--- src/rtl/cdt_pkg.sv ---
package cdt_pkg;

  typedef enum logic [1:0] {
    MODE_OFF      = 2'd0,
    MODE_PERIODIC = 2'd1,
    MODE_ONESHOT  = 2'd2
  } mode_e;

  localparam logic [2:0] A_LIMIT    = 3'd0;
  localparam logic [2:0] A_LIMIT_RL = 3'd1;
  localparam logic [2:0] A_COUNT    = 3'd2;
  localparam logic [2:0] A_PER_INT  = 3'd3;
  localparam logic [2:0] A_PER_FRAC = 3'd4;
  localparam logic [2:0] A_RUN      = 3'd5;
  localparam logic [2:0] A_STOP     = 3'd6;

  // Strobes from control to datapath
  typedef struct packed {
    logic limitWr;
    logic cntFromData;
    logic cntFromLimit;
    logic cntDec;
    logic perIntWr;
    logic perFracWr;
    logic restart;
  } strobe_t;

endpackage

--- src/rtl/cdt_datapath.sv ---
module cdt_datapath
  import cdt_pkg::*;
#(
  parameter int CNT_W  = 16,
  parameter int PER_W  = 16,
  parameter int FRAC_W = 32,
  parameter int DATA_W = 32
) (
  input  logic              clk,
  input  logic              rst,
  input  strobe_t           st,
  input  logic              running,
  input  logic [DATA_W-1:0] wrData,
  output logic [CNT_W-1:0]  cntVal,
  output logic              tickEnd,
  output logic              cntIsOne,
  output logic              cntZero,
  output logic              limitZero,
  output logic              perZero,
  output logic              dataCntZero,
  output logic              dataPerZero
);

  localparam int LEN_W = PER_W + 1;

  logic [CNT_W-1:0]  cntQ;
  logic [CNT_W-1:0]  limitQ;
  logic [PER_W-1:0]  perIntQ;
  logic [FRAC_W-1:0] perFracQ;
  logic [PER_W-1:0]  phaseQ;
  logic [FRAC_W-1:0] accQ;
  logic              extQ;

  logic [LEN_W-1:0]  phaseInc;
  logic [LEN_W-1:0]  curLen;

  assign phaseInc = {1'b0, phaseQ} + LEN_W'(1);
  assign curLen   = {1'b0, perIntQ} + LEN_W'(extQ);
  assign tickEnd  = running && (phaseInc == curLen);

  assign cntVal      = cntQ;
  assign cntIsOne    = (cntQ == CNT_W'(1));
  assign cntZero     = (cntQ == '0);
  assign limitZero   = (limitQ == '0);
  assign perZero     = (perIntQ == '0);
  assign dataCntZero = (wrData[CNT_W-1:0] == '0);
  assign dataPerZero = (wrData[PER_W-1:0] == '0);

  always_ff @(posedge clk) begin
    if (rst) begin
      cntQ     <= '0;
      limitQ   <= '0;
      perIntQ  <= '0;
      perFracQ <= '0;
    end else begin
      if (st.limitWr) limitQ <= wrData[CNT_W-1:0];
      if (st.perIntWr) begin
        perIntQ  <= wrData[PER_W-1:0];
        perFracQ <= '0;
      end else if (st.perFracWr) begin
        perFracQ <= wrData[FRAC_W-1:0];
      end
      if (st.cntFromData)       cntQ <= wrData[CNT_W-1:0];
      else if (st.cntFromLimit) cntQ <= limitQ;
      else if (st.cntDec)       cntQ <= cntQ - CNT_W'(1);
    end
  end

  // Prescaler: integer phase counter plus fractional accumulator
  always_ff @(posedge clk) begin
    if (rst || st.restart) begin
      phaseQ <= '0;
      accQ   <= '0;
      extQ   <= 1'b0;
    end else if (running) begin
      if (tickEnd) begin
        phaseQ        <= '0;
        {extQ, accQ}  <= {1'b0, accQ} + {1'b0, perFracQ};
      end else begin
        phaseQ <= phaseQ + PER_W'(1);
      end
    end
  end

  // the count moves only when control asks for it
  p_count_hold_r8: assert property (@(posedge clk) disable iff (rst)
    !(st.cntFromData || st.cntFromLimit || st.cntDec) |=> $stable(cntQ));

  // an integer period write leaves no fraction behind
  p_frac_cleared_r11: assert property (@(posedge clk) disable iff (rst)
    st.perIntWr |=> (perFracQ == '0));

endmodule

--- src/rtl/cdt_ctrl.sv ---
module cdt_ctrl
  import cdt_pkg::*;
(
  input  logic       clk,
  input  logic       rst,
  input  logic       wrEn,
  input  logic [2:0] wrAddr,
  input  logic       oneShotSel,
  input  logic       tickEnd,
  input  logic       cntIsOne,
  input  logic       cntZero,
  input  logic       limitZero,
  input  logic       perZero,
  input  logic       dataCntZero,
  input  logic       dataPerZero,
  output strobe_t    st,
  output logic       running,
  output mode_e      modeQ,
  output logic       trigQ
);

  mode_e modeN;
  logic  fire;
  logic  tickBlocked;

  assign running = (modeQ != MODE_OFF);

  always_comb begin
    st          = '0;
    modeN       = modeQ;
    fire        = 1'b0;
    tickBlocked = 1'b0;
    if (wrEn) begin
      case (wrAddr)
        A_LIMIT: st.limitWr = 1'b1;
        A_LIMIT_RL: begin
          tickBlocked    = 1'b1;
          st.limitWr     = 1'b1;
          st.cntFromData = 1'b1;
          if (running) begin
            st.restart = 1'b1;
            if (dataCntZero) begin
              fire  = 1'b1;
              modeN = MODE_OFF;
            end
          end
        end
        A_COUNT: begin
          tickBlocked = 1'b1;
          if (running && dataCntZero) begin
            fire            = 1'b1;
            st.restart      = 1'b1;
            st.cntFromLimit = 1'b1;
            if (limitZero) modeN = MODE_OFF;
          end else begin
            st.cntFromData = 1'b1;
            st.restart     = running;
          end
        end
        A_PER_INT: begin
          tickBlocked = 1'b1;
          st.perIntWr = 1'b1;
          if (running) begin
            if (dataPerZero) modeN = MODE_OFF;
            else             st.restart = 1'b1;
          end
        end
        A_PER_FRAC: begin
          st.perFracWr = 1'b1;
          tickBlocked  = running;
          st.restart   = running;
        end
        A_RUN: begin
          if (!running && !perZero) begin
            st.restart = 1'b1;
            modeN      = oneShotSel ? MODE_ONESHOT : MODE_PERIODIC;
            if (cntZero) begin
              fire            = 1'b1;
              st.cntFromLimit = 1'b1;
              if (limitZero) modeN = MODE_OFF;
            end
          end
        end
        A_STOP: begin
          tickBlocked = 1'b1;
          modeN       = MODE_OFF;
        end
        default: ;
      endcase
    end
    if (running && tickEnd && !tickBlocked) begin
      if (cntIsOne) begin
        fire = 1'b1;
        if (modeQ == MODE_ONESHOT) begin
          modeN     = MODE_OFF;
          st.cntDec = 1'b1;
        end else begin
          st.cntFromLimit = 1'b1;
          if (limitZero) modeN = MODE_OFF;
        end
      end else begin
        st.cntDec = 1'b1;
      end
    end
  end

  always_ff @(posedge clk) begin
    if (rst) begin
      modeQ <= MODE_OFF;
      trigQ <= 1'b0;
    end else begin
      modeQ <= modeN;
      trigQ <= fire;
    end
  end

  // only the three defined mode codes appear
  p_mode_legal_r1: assert property (@(posedge clk) disable iff (rst)
    modeQ != mode_e'(2'd3));

  // a running timer never holds an empty count
  p_live_nonzero_r4: assert property (@(posedge clk) disable iff (rst)
    running |-> !cntZero);

  // a run with zero period is refused
  p_run_refused_r5: assert property (@(posedge clk) disable iff (rst)
    (wrEn && wrAddr == A_RUN && !running && perZero) |=> (modeQ == MODE_OFF));

  // stop always ends in the off mode
  p_stop_off_r6: assert property (@(posedge clk) disable iff (rst)
    (wrEn && wrAddr == A_STOP) |=> (modeQ == MODE_OFF));

  // never running on a zero period
  p_no_zero_period_r9: assert property (@(posedge clk) disable iff (rst)
    running |-> !perZero);

endmodule

--- src/rtl/cdt_timer.sv ---
module cdt_timer
  import cdt_pkg::*;
#(
  parameter int CNT_W  = 16,
  parameter int PER_W  = 16,
  parameter int FRAC_W = 32,
  parameter int DATA_W = 32
) (
  input  logic              clk,
  input  logic              rst,
  input  logic              wrEn,
  input  logic [2:0]        wrAddr,
  input  logic [DATA_W-1:0] wrData,
  output logic [CNT_W-1:0]  count,
  output logic [1:0]        mode,
  output logic              trigger
);

  strobe_t st;
  logic    running, tickEnd, cntIsOne, cntZero, limitZero, perZero;
  logic    dataCntZero, dataPerZero;
  mode_e   modeQ;

  cdt_ctrl u_ctrl (
    .clk(clk), .rst(rst), .wrEn(wrEn), .wrAddr(wrAddr),
    .oneShotSel(wrData[0]), .tickEnd(tickEnd), .cntIsOne(cntIsOne),
    .cntZero(cntZero), .limitZero(limitZero), .perZero(perZero),
    .dataCntZero(dataCntZero), .dataPerZero(dataPerZero),
    .st(st), .running(running), .modeQ(modeQ), .trigQ(trigger)
  );

  cdt_datapath #(
    .CNT_W(CNT_W), .PER_W(PER_W), .FRAC_W(FRAC_W), .DATA_W(DATA_W)
  ) u_dp (
    .clk(clk), .rst(rst), .st(st), .running(running), .wrData(wrData),
    .cntVal(count), .tickEnd(tickEnd), .cntIsOne(cntIsOne),
    .cntZero(cntZero), .limitZero(limitZero), .perZero(perZero),
    .dataCntZero(dataCntZero), .dataPerZero(dataPerZero)
  );

  assign mode = modeQ;

endmodule

--- config.mk ---
export PLATFORM = sky130hd
export DESIGN_NAME = cdt_timer
export DESIGN_NICKNAME = d
export VERILOG_FILES = /design/src/rtl/cdt_pkg.sv /design/src/rtl/cdt_datapath.sv /design/src/rtl/cdt_ctrl.sv /design/src/rtl/cdt_timer.sv
export SDC_FILE = /design/constraint.sdc
export NUM_CORES = 1
export LEC_CHECK = 0
export BUFFER_PORTS_ARGS = -buffer_cell sky130_fd_sc_hd__clkbuf_2
export CAP_MARGIN = 15
export CORE_MARGIN = 5
export CORE_UTILIZATION = 60
export DETAILED_ROUTE_END_ITERATION = 8
export PLACE_DENSITY = 0.79
export SYNTH_ARGS = -nofsm -noshare
export SYNTH_HDL_FRONTEND = slang
export SYNTH_SLANG_ARGS = --single-unit
--- constraint.sdc ---
create_clock -name clk -period 3.8 [get_ports clk]
set_input_delay 0.76 -clock clk [delete_from_list [all_inputs] [get_ports clk]]
set_output_delay 0.76 -clock clk [all_outputs]
set_load 0.02 [all_outputs]
==> results of run 1 <==
[cell usage in the layout, fill, tap and decap left out, drive strengths merged, types with 13 or more instances in the layout]
cell    synthesis  final
nor2           53     53
o21ai          33     33
xnor2          42     42
dfxtp         132    132
a22oi          13     13
clkbuf         45     76
xor2           20     20
nor3           18     18
ha             39     39
buf            19     16
mux2i          20     20
nor4           25     25
nand4          26     26
nand3          36     36
nand2         225    225
a21oi         146    146
inv            24     28
[metrics by stage]
stage / power, mW / hold slack (ns)
2_1_floorplan: 1.75 / 0.432
3_3_place_gp: 1.86 / 0.443
3_5_place_dp: 1.86 / 0.449
4_1_cts: 3.46 / 0.457
5_1_grt: 3.58 / 0.472
6_report: 3.45 / 0.457
[cells in the mapped netlist, types with 3 or more instances]
| cell type | number |
|---|---|
| a211oi_1 | 11 |
| a21boi_0 | 3 |
| a21o_1 | 10 |
| a21oi_1 | 145 |
| a22oi_1 | 13 |
| a311oi_1 | 3 |
| a31oi_1 | 8 |
| and2_1 | 3 |
| and3_1 | 9 |
| and4_1 | 4 |
| buf_1 | 4 |
| buf_2 | 12 |
| clkbuf_1 | 43 |
| dfxtp_1 | 132 |
| ha_1 | 39 |
| inv_1 | 24 |
| mux2i_1 | 20 |
| nand2_1 | 225 |
| nand2b_1 | 7 |
| nand3_1 | 36 |
| nand3b_1 | 9 |
| nand4_1 | 23 |
| nor2_1 | 53 |
| nor2b_1 | 4 |
| nor3_1 | 18 |
| nor4_1 | 23 |
| o2111ai_1 | 3 |
| o211ai_1 | 3 |
| o21a_1 | 8 |
| o21ai_0 | 33 |
| o22ai_1 | 12 |
| o31ai_1 | 4 |
| or2_2 | 5 |
| or3_1 | 12 |
| or4_1 | 4 |
| xnor2_1 | 41 |
| xnor3_1 | 5 |
| xor2_1 | 20 |
[final timing paths]
kind                  from             end  slack (ns)  cells after the start
max reg2reg      u_dp.extQ  u_dp.phaseQ[0]        0.31                     12
max              u_dp.extQ  u_dp.phaseQ[0]        0.31                     12
min          u_dp.accQ[13]   u_dp.accQ[13]        0.46                      2
min reg2reg  u_dp.accQ[13]   u_dp.accQ[13]        0.46                      2
[registers in the layout, indices dropped and copies added, names as in the netlist]
register	cells
u_ctrl.modeQ	2
u_dp.phaseQ	16
u_dp.limitQ	16
u_dp.cntVal	16
u_ctrl.trigQ	1
u_dp.perFracQ	32
u_dp.accQ	32
u_dp.extQ	1
u_dp.perIntQ	16
[cell type report]
class	instances	area share, %
multi-input cells	850	56.7
flip-flops and latches	132	29.0
clock buffers	20	5.13
repair buffers	72	4.40
well taps	176	2.42
clock inverters	12	1.31
inverters	24	0.990
[worst max-delay path, stage by stage, from the launching register on]
cell and delay [ns]:
dfxtp_1 0.38, ha_1 0.19, ha_1 0.29, nand2_1 0.13
or4_1 0.54, nor2_1 0.12, or4bb_1 0.42, nand2_1 0.08
and4_1 0.30, buf_4 0.44, nor2_2 0.23, mux2i_1 0.18
nor2_1 0.05
[power by group]
group | internal [mW] | total [mW] | switching (mW)
Sequential | 1.42 | 1.45 | 0.0395
Clock | 0.961 | 1.60 | 0.644
Combinational | 0.149 | 0.387 | 0.238
Total | 2.53 | 3.45 | 0.921
[cells by family after synthesis]
group           count (synthesis)  synth area share (%)
simple gates                  449                  26.3
compound gates                273                  19.9
flops                         132                  32.3
buf+inv                        88                  4.64
xor+xnor                       67                  8.11
fa+ha+maj                      40                  6.21
mux                            21                  2.59
[routing by layer]
metal,vias to the layer above,GRT usage (%),share of wire [%]
li1,3878,-,-
met4,0,9.21,2.1
met2,253,40.2,46
met1,3678,34.6,45
met5,-,0,0
met3,36,6.68,6.8
==> flow_results.xml, run 1 <==
<?xml version="1.0" encoding="UTF-8"?>
<metrics>
  <group name="cells_and_area">
    <metric name="fillCellCount" unit="">1139</metric>
    <metric name="num-nets-final" unit="">1175</metric>
    <metric name="layout-drive-gt1-share" unit="%">11.1</metric>
    <metric name="share_of_the_core_filled_with_cells" unit="%">68.4</metric>
    <metric name="final_cell_count_no_fill" unit="">1286</metric>
    <metric name="multiInputGateArea" unit="um2">5160</metric>
    <metric name="antenna_cells" unit="">0</metric>
    <metric name="layout.area.seq" unit="um2">2640</metric>
    <metric name="final_cell_area" unit="um2">9100</metric>
    <metric name="area_growth_syn_to_layout" unit="%">11.3</metric>
  </group>
  <group name="cts">
    <metric name="clock-root-buffer" unit="">clkbuf_16</metric>
    <metric name="post_cts_hold_buffer_count" unit="">0</metric>
    <metric name="cts_sinks" unit="">132</metric>
    <metric name="cts-root-to-sink-buffers" unit="">2</metric>
    <metric name="insertion_delay" unit="ns">0.42</metric>
    <metric name="htree_num_levels" unit="">4</metric>
    <metric name="postCtsSetupRepairBufs" unit="">0</metric>
    <metric name="clk_pin_slew" unit="ns">0.06</metric>
    <metric name="cts_made_buffers" unit="">17</metric>
    <metric name="tritoncts" unit="">built</metric>
    <metric name="post_cts.resized_instances" unit="">0</metric>
  </group>
  <group name="placement">
    <metric name="area_post_placement" unit="um2">8510</metric>
    <metric name="gp_congestion" unit="">0.919</metric>
    <metric name="detailedPlacementHpwl" unit="um">14500</metric>
    <metric name="port_buffers" unit="">56</metric>
    <metric name="detailedPlace.worstSlack" unit="ns">0.244</metric>
    <metric name="numPlacedInstances" unit="">1254</metric>
  </group>
  <group name="critical_path">
    <metric name="worst_setup_path_end_kind" unit="">flip-flop</metric>
    <metric name="worst_endpoint_required_time" unit="ns">4.09</metric>
    <metric name="setup.worst_path.start_class" unit="">flip-flop</metric>
    <metric name="worst-setup-path-type" unit="">reg -&gt; reg</metric>
    <metric name="timing.critical_path.arrival" unit="ns">3.78</metric>
    <metric name="critical_path.max_fanout" unit="">41</metric>
  </group>
  <group name="sta">
    <metric name="postLayoutSetupSlackWorst" unit="ns">0.313</metric>
    <metric name="actual_transition_at_the_worst_max_transition_pin" unit="ns">0.928</metric>
    <metric name="slew_viol_final" unit="">0</metric>
    <metric name="fmax" unit="MHz">287</metric>
    <metric name="grt_setup_unrepaired" unit="">no</metric>
    <metric name="final_period_minus_worst_setup_slack" unit="ns">3.49</metric>
    <metric name="slew_headroom" unit="%">37.9</metric>
    <metric name="report.final.hold_viol_count" unit="">0</metric>
    <metric name="worst_clock_skew" unit="ns">0.00843</metric>
    <metric name="timing.final.crit_share" unit="%">91.8</metric>
    <metric name="finalSetupTns" unit="ns">0</metric>
    <metric name="final-setup-viol-count" unit="">0</metric>
  </group>
  <group name="global_route">
    <metric name="first_global_vias" unit="">7082</metric>
    <metric name="grt_remaining_overflow" unit="">0</metric>
    <metric name="globalRouteTotalUtil" unit="%">25.8</metric>
    <metric name="grt_antenna_before_repair" unit="">0</metric>
    <metric name="pin_count_of_the_biggest_net_entering_global_routing" unit="">54</metric>
    <metric name="grt_pass1_wl" unit="um">34300</metric>
  </group>
  <group name="floorplanning">
    <metric name="coreArea" unit="um2">13300</metric>
    <metric name="floorplan.die_area" unit="um2">16100</metric>
    <metric name="fp.dieW" unit="um">127</metric>
    <metric name="die_height" unit="um">127</metric>
    <metric name="io_pins" unit="">57</metric>
    <metric name="fp-row-count" unit="">42</metric>
    <metric name="initial_core_utilization" unit="%">61.5</metric>
  </group>
  <group name="detailed_routing">
    <metric name="route.detailed.vias_per_inst" unit="">6.10</metric>
    <metric name="drc" unit="">0</metric>
    <metric name="postRouteWirelength" unit="um">20900</metric>
    <metric name="first_iter_violations" unit="">656</metric>
    <metric name="ant_nets" unit="">0</metric>
    <metric name="first_pass_iters" unit="">5</metric>
    <metric name="vias" unit="">7845</metric>
    <metric name="routedWlPerCell" unit="um">16.3</metric>
  </group>
  <group name="yosys">
    <metric name="async_flop_share" unit="%">0</metric>
    <metric name="avgSynthCellArea" unit="um2">7.64</metric>
    <metric name="synth_top_flop_cell" unit="">dfxtp_1</metric>
    <metric name="synth_cells" unit="">1070</metric>
    <metric name="ys_types" unit="">67</metric>
    <metric name="yosys_warnings" unit="">0</metric>
    <metric name="synth_nets" unit="">1148</metric>
    <metric name="ys_seq_area_share" unit="%">32.3</metric>
    <metric name="netlist_top_cells_area" unit="">dfxtp_1, nand2_1, a21oi_1, ha_1, xnor2_1</metric>
    <metric name="ys_seq_elements" unit="">132</metric>
    <metric name="post_synth_instance_area" unit="um2">8180</metric>
    <metric name="synth.top_cell.area_share" unit="%">32.3</metric>
    <metric name="synth_enable_flop_cells" unit="">0</metric>
    <metric name="synth_area_leader_cell" unit="">dfxtp_1</metric>
  </group>
  <group name="outcome">
    <metric name="run_status" unit="">finished, final reports clean</metric>
  </group>
  <group name="hold_path">
    <metric name="hold_class" unit="">reg -&gt; reg</metric>
  </group>
  <group name="job">
    <metric name="timing.max_cap.violations" unit="">0</metric>
  </group>
  <group name="pwr">
    <metric name="power_density" unit="nW/um2">379</metric>
    <metric name="leakagePower" unit="nW">3.45</metric>
    <metric name="vdd_drop_max" unit="V">0.000313</metric>
  </group>
</metrics>
Note: power is estimated with default switching activity, not from simulation.
==> run 2: changes to the inputs <==
- CORE_UTILIZATION: 60 -> 55
- PLACE_DENSITY: 0.79 -> 0.85
- clock period: 3.8 -> 3.17 ns (I/O delays scaled with it)
==> flow_results.xml, run 2 (synthesis results as in run 1) <==
<?xml version="1.0" encoding="UTF-8"?>
<metrics>
  <group name="outcome">
    <metric name="run_status" unit="">finished, final reports clean</metric>
  </group>
  <group name="cts">
    <metric name="cts_sinks" unit="">132</metric>
    <metric name="htree_num_levels" unit="">4</metric>
    <metric name="clock-root-buffer" unit="">clkbuf_16</metric>
    <metric name="tritoncts" unit="">built</metric>
    <metric name="cts-root-to-sink-buffers" unit="">2</metric>
    <metric name="insertion_delay" unit="ns">0.42</metric>
    <metric name="cts_made_buffers" unit="">17</metric>
    <metric name="clk_pin_slew" unit="ns">0.06</metric>
  </group>
  <group name="critical_path">
    <metric name="worst_endpoint_required_time" unit="ns">3.46</metric>
    <metric name="worst_setup_path_end_kind" unit="">flip-flop</metric>
    <metric name="cp_cell_instances" unit="">ha_2, and3_2, xnor3_1, nor3_1, nand4_1, nor4_2, and4_4, a41o_4, buf_12, mux2i_1, o22ai_1</metric>
    <metric name="worst-setup-path-type" unit="">reg -&gt; reg</metric>
    <metric name="critical-path-top-delay-family" unit="">simple AND/OR/NAND/NOR gates</metric>
    <metric name="critical_path.max_fanout" unit="">6</metric>
    <metric name="worst_path_largest_cell_delay" unit="ns">0.41</metric>
    <metric name="timing.critical_path.arrival" unit="ns">3.41</metric>
    <metric name="timing.critical_path.buf_inv" unit="">1</metric>
    <metric name="setup.worst_path.start_class" unit="">flip-flop</metric>
    <metric name="worst_path_max_delay_cell" unit="">xnor3_1</metric>
  </group>
  <group name="cells_and_area">
    <metric name="reg.largest.list" unit="">u_dp.accQ x32, u_dp.perFracQ x32</metric>
    <metric name="area_growth_syn_to_layout" unit="%">18.3</metric>
    <metric name="mostFrequentLayoutCell" unit="">nand2_1</metric>
    <metric name="final_cell_mix" unit="">nand2_1, a21oi_1, dfxtp_1, clkbuf_2, nor2_1</metric>
    <metric name="antenna_cells" unit="">0</metric>
    <metric name="layout-drive-gt1-share" unit="%">16.6</metric>
    <metric name="share_of_the_core_filled_with_cells" unit="%">66.5</metric>
    <metric name="final_cell_area" unit="um2">9670</metric>
    <metric name="num-nets-final" unit="">1214</metric>
    <metric name="final_cell_count_no_fill" unit="">1332</metric>
  </group>
  <group name="sta">
    <metric name="slew_viol_final" unit="">0</metric>
    <metric name="timing.final.crit_share" unit="%">98.3</metric>
    <metric name="final-setup-viol-count" unit="">0</metric>
    <metric name="fin_hold_ws" unit="ns">0.427</metric>
    <metric name="final_period_minus_worst_setup_slack" unit="ns">3.12</metric>
    <metric name="slew_headroom" unit="%">59.7</metric>
    <metric name="report.final.hold_viol_count" unit="">0</metric>
    <metric name="actual_transition_at_the_worst_max_transition_pin" unit="ns">0.596</metric>
    <metric name="worst_clock_skew" unit="ns">0.00635</metric>
    <metric name="grt_setup_unrepaired" unit="">yes</metric>
    <metric name="fmax" unit="MHz">321</metric>
  </group>
  <group name="job">
    <metric name="timing.max_cap.violations" unit="">0</metric>
  </group>
  <group name="pwr">
    <metric name="leakagePower" unit="nW">3.71</metric>
    <metric name="post-layout-total-power" unit="mW">4.24</metric>
    <metric name="power_report.internal_total" unit="mW">3.13</metric>
    <metric name="total_switching_power" unit="mW">1.10</metric>
    <metric name="switching_share" unit="%">26.1</metric>
    <metric name="power_density" unit="nW/um2">438</metric>
    <metric name="seq_power_share" unit="%">41.1</metric>
    <metric name="vdd_drop_max" unit="V">0.000392</metric>
    <metric name="share_comb_of_total_power" unit="%">11.6</metric>
    <metric name="pwr-share-clk" unit="%">47.3</metric>
  </group>
  <group name="global_route">
    <metric name="grt_remaining_overflow" unit="">0</metric>
    <metric name="first_global_vias" unit="">7797</metric>
    <metric name="grt_antenna_before_repair" unit="">0</metric>
    <metric name="grt_pass1_wl" unit="um">37300</metric>
    <metric name="pin_count_of_the_biggest_net_entering_global_routing" unit="">52</metric>
    <metric name="globalRouteTotalUtil" unit="%">25.3</metric>
  </group>
  <group name="detailed_routing">
    <metric name="postRouteWirelength" unit="um">23500</metric>
    <metric name="first_pass_iters" unit="">6</metric>
    <metric name="ant_nets" unit="">0</metric>
    <metric name="routedWlPerCell" unit="um">17.7</metric>
    <metric name="route.detailed.vias_per_inst" unit="">6.25</metric>
    <metric name="first_iter_violations" unit="">963</metric>
    <metric name="drc" unit="">0</metric>
    <metric name="vias" unit="">8331</metric>
  </group>
  <group name="placement">
    <metric name="port_buffers" unit="">56</metric>
    <metric name="area_post_placement" unit="um2">8790</metric>
    <metric name="gp_congestion" unit="">0.941</metric>
    <metric name="detailedPlacementHpwl" unit="um">15400</metric>
    <metric name="numPlacedInstances" unit="">1293</metric>
  </group>
  <group name="floorplanning">
    <metric name="floorplan.die_area" unit="um2">17400</metric>
    <metric name="initial_core_utilization" unit="%">56.3</metric>
    <metric name="fp.dieW" unit="um">132</metric>
    <metric name="die_height" unit="um">132</metric>
    <metric name="io_pins" unit="">57</metric>
    <metric name="fp-row-count" unit="">44</metric>
    <metric name="coreArea" unit="um2">14500</metric>
  </group>
  <group name="hold_path">
    <metric name="hold_class" unit="">in -&gt; reg</metric>
  </group>
</metrics>
-- run 2: area by class of cell --
type	count	area, um2
Clock buffer	18	439
Clock inverter	13	160
Fill cell	1196	4860
Inverter	24	93.8
Multi-Input combinational cell	850	5310
Sequential cell	132	2650
Tap cell	184	230
Timing Repair Buffer	111	783
-- run 2: repair_timing --
| action | 4_1_cts | 5_1_grt |
|---|---|---|
| endpoints found under the setup margin | 21 | 41 |
| cloned | 0 | 3 |
| hold buffers | 0 | 0 |
| gates resized for setup | 6 | 35 |
| buffers inserted | 0 | 5 |
| pin swaps | 0 | 9 |
-- run 2: worst min-delay path: stages --
cell and delay, ns:
clkbuf_2 0.08, nand2_1 0.04, a21oi_1 0.05
-- run 2: power groups by stage --
stage	Combinational, mW	Sequential, mW	Clock (mW)
final	0.492	1.74	2.00
after global routing	0.539	1.74	2.08
after CTS	0.477	1.74	2.01
after detailed placement	0.470	1.78	0
after global placement	0.459	1.77	0
after floorplan	0.313	1.78	0
-- run 2: metal layers --
| metal | up-vias | GRT usage [%] | part of all wire, % |
|---|---|---|---|
| met5 | - | 0 | 0 |
| met4 | 0 | 11.3 | 2.8 |
| met3 | 68 | 4.39 | 7.9 |
| met2 | 434 | 41.5 | 48 |
| met1 | 3878 | 32.5 | 41 |
| li1 | 3951 | - | - |
-- run 2: final timing paths --
kind	start	endpoint	slack [ns]	cells after the start
max	u_dp.phaseQ[0]	u_dp.cntVal[12]	0.05	11
min	wrData[21]	u_dp.perFracQ[21]	0.43	3
max reg2reg	u_dp.phaseQ[0]	u_dp.cntVal[12]	0.05	11
min reg2reg	u_dp.accQ[24]	u_dp.accQ[24]	0.46	2
-- run 2: through the flow --
step           setup slack (ns)  setup TNS [ns]
2_1_floorplan             0.138               0
4_1_cts                  0.0282               0
6_report                 0.0548               0
3_5_place_dp             -0.172          -0.272
3_3_place_gp             0.0410               0
5_1_grt                  -0.109           -1.59
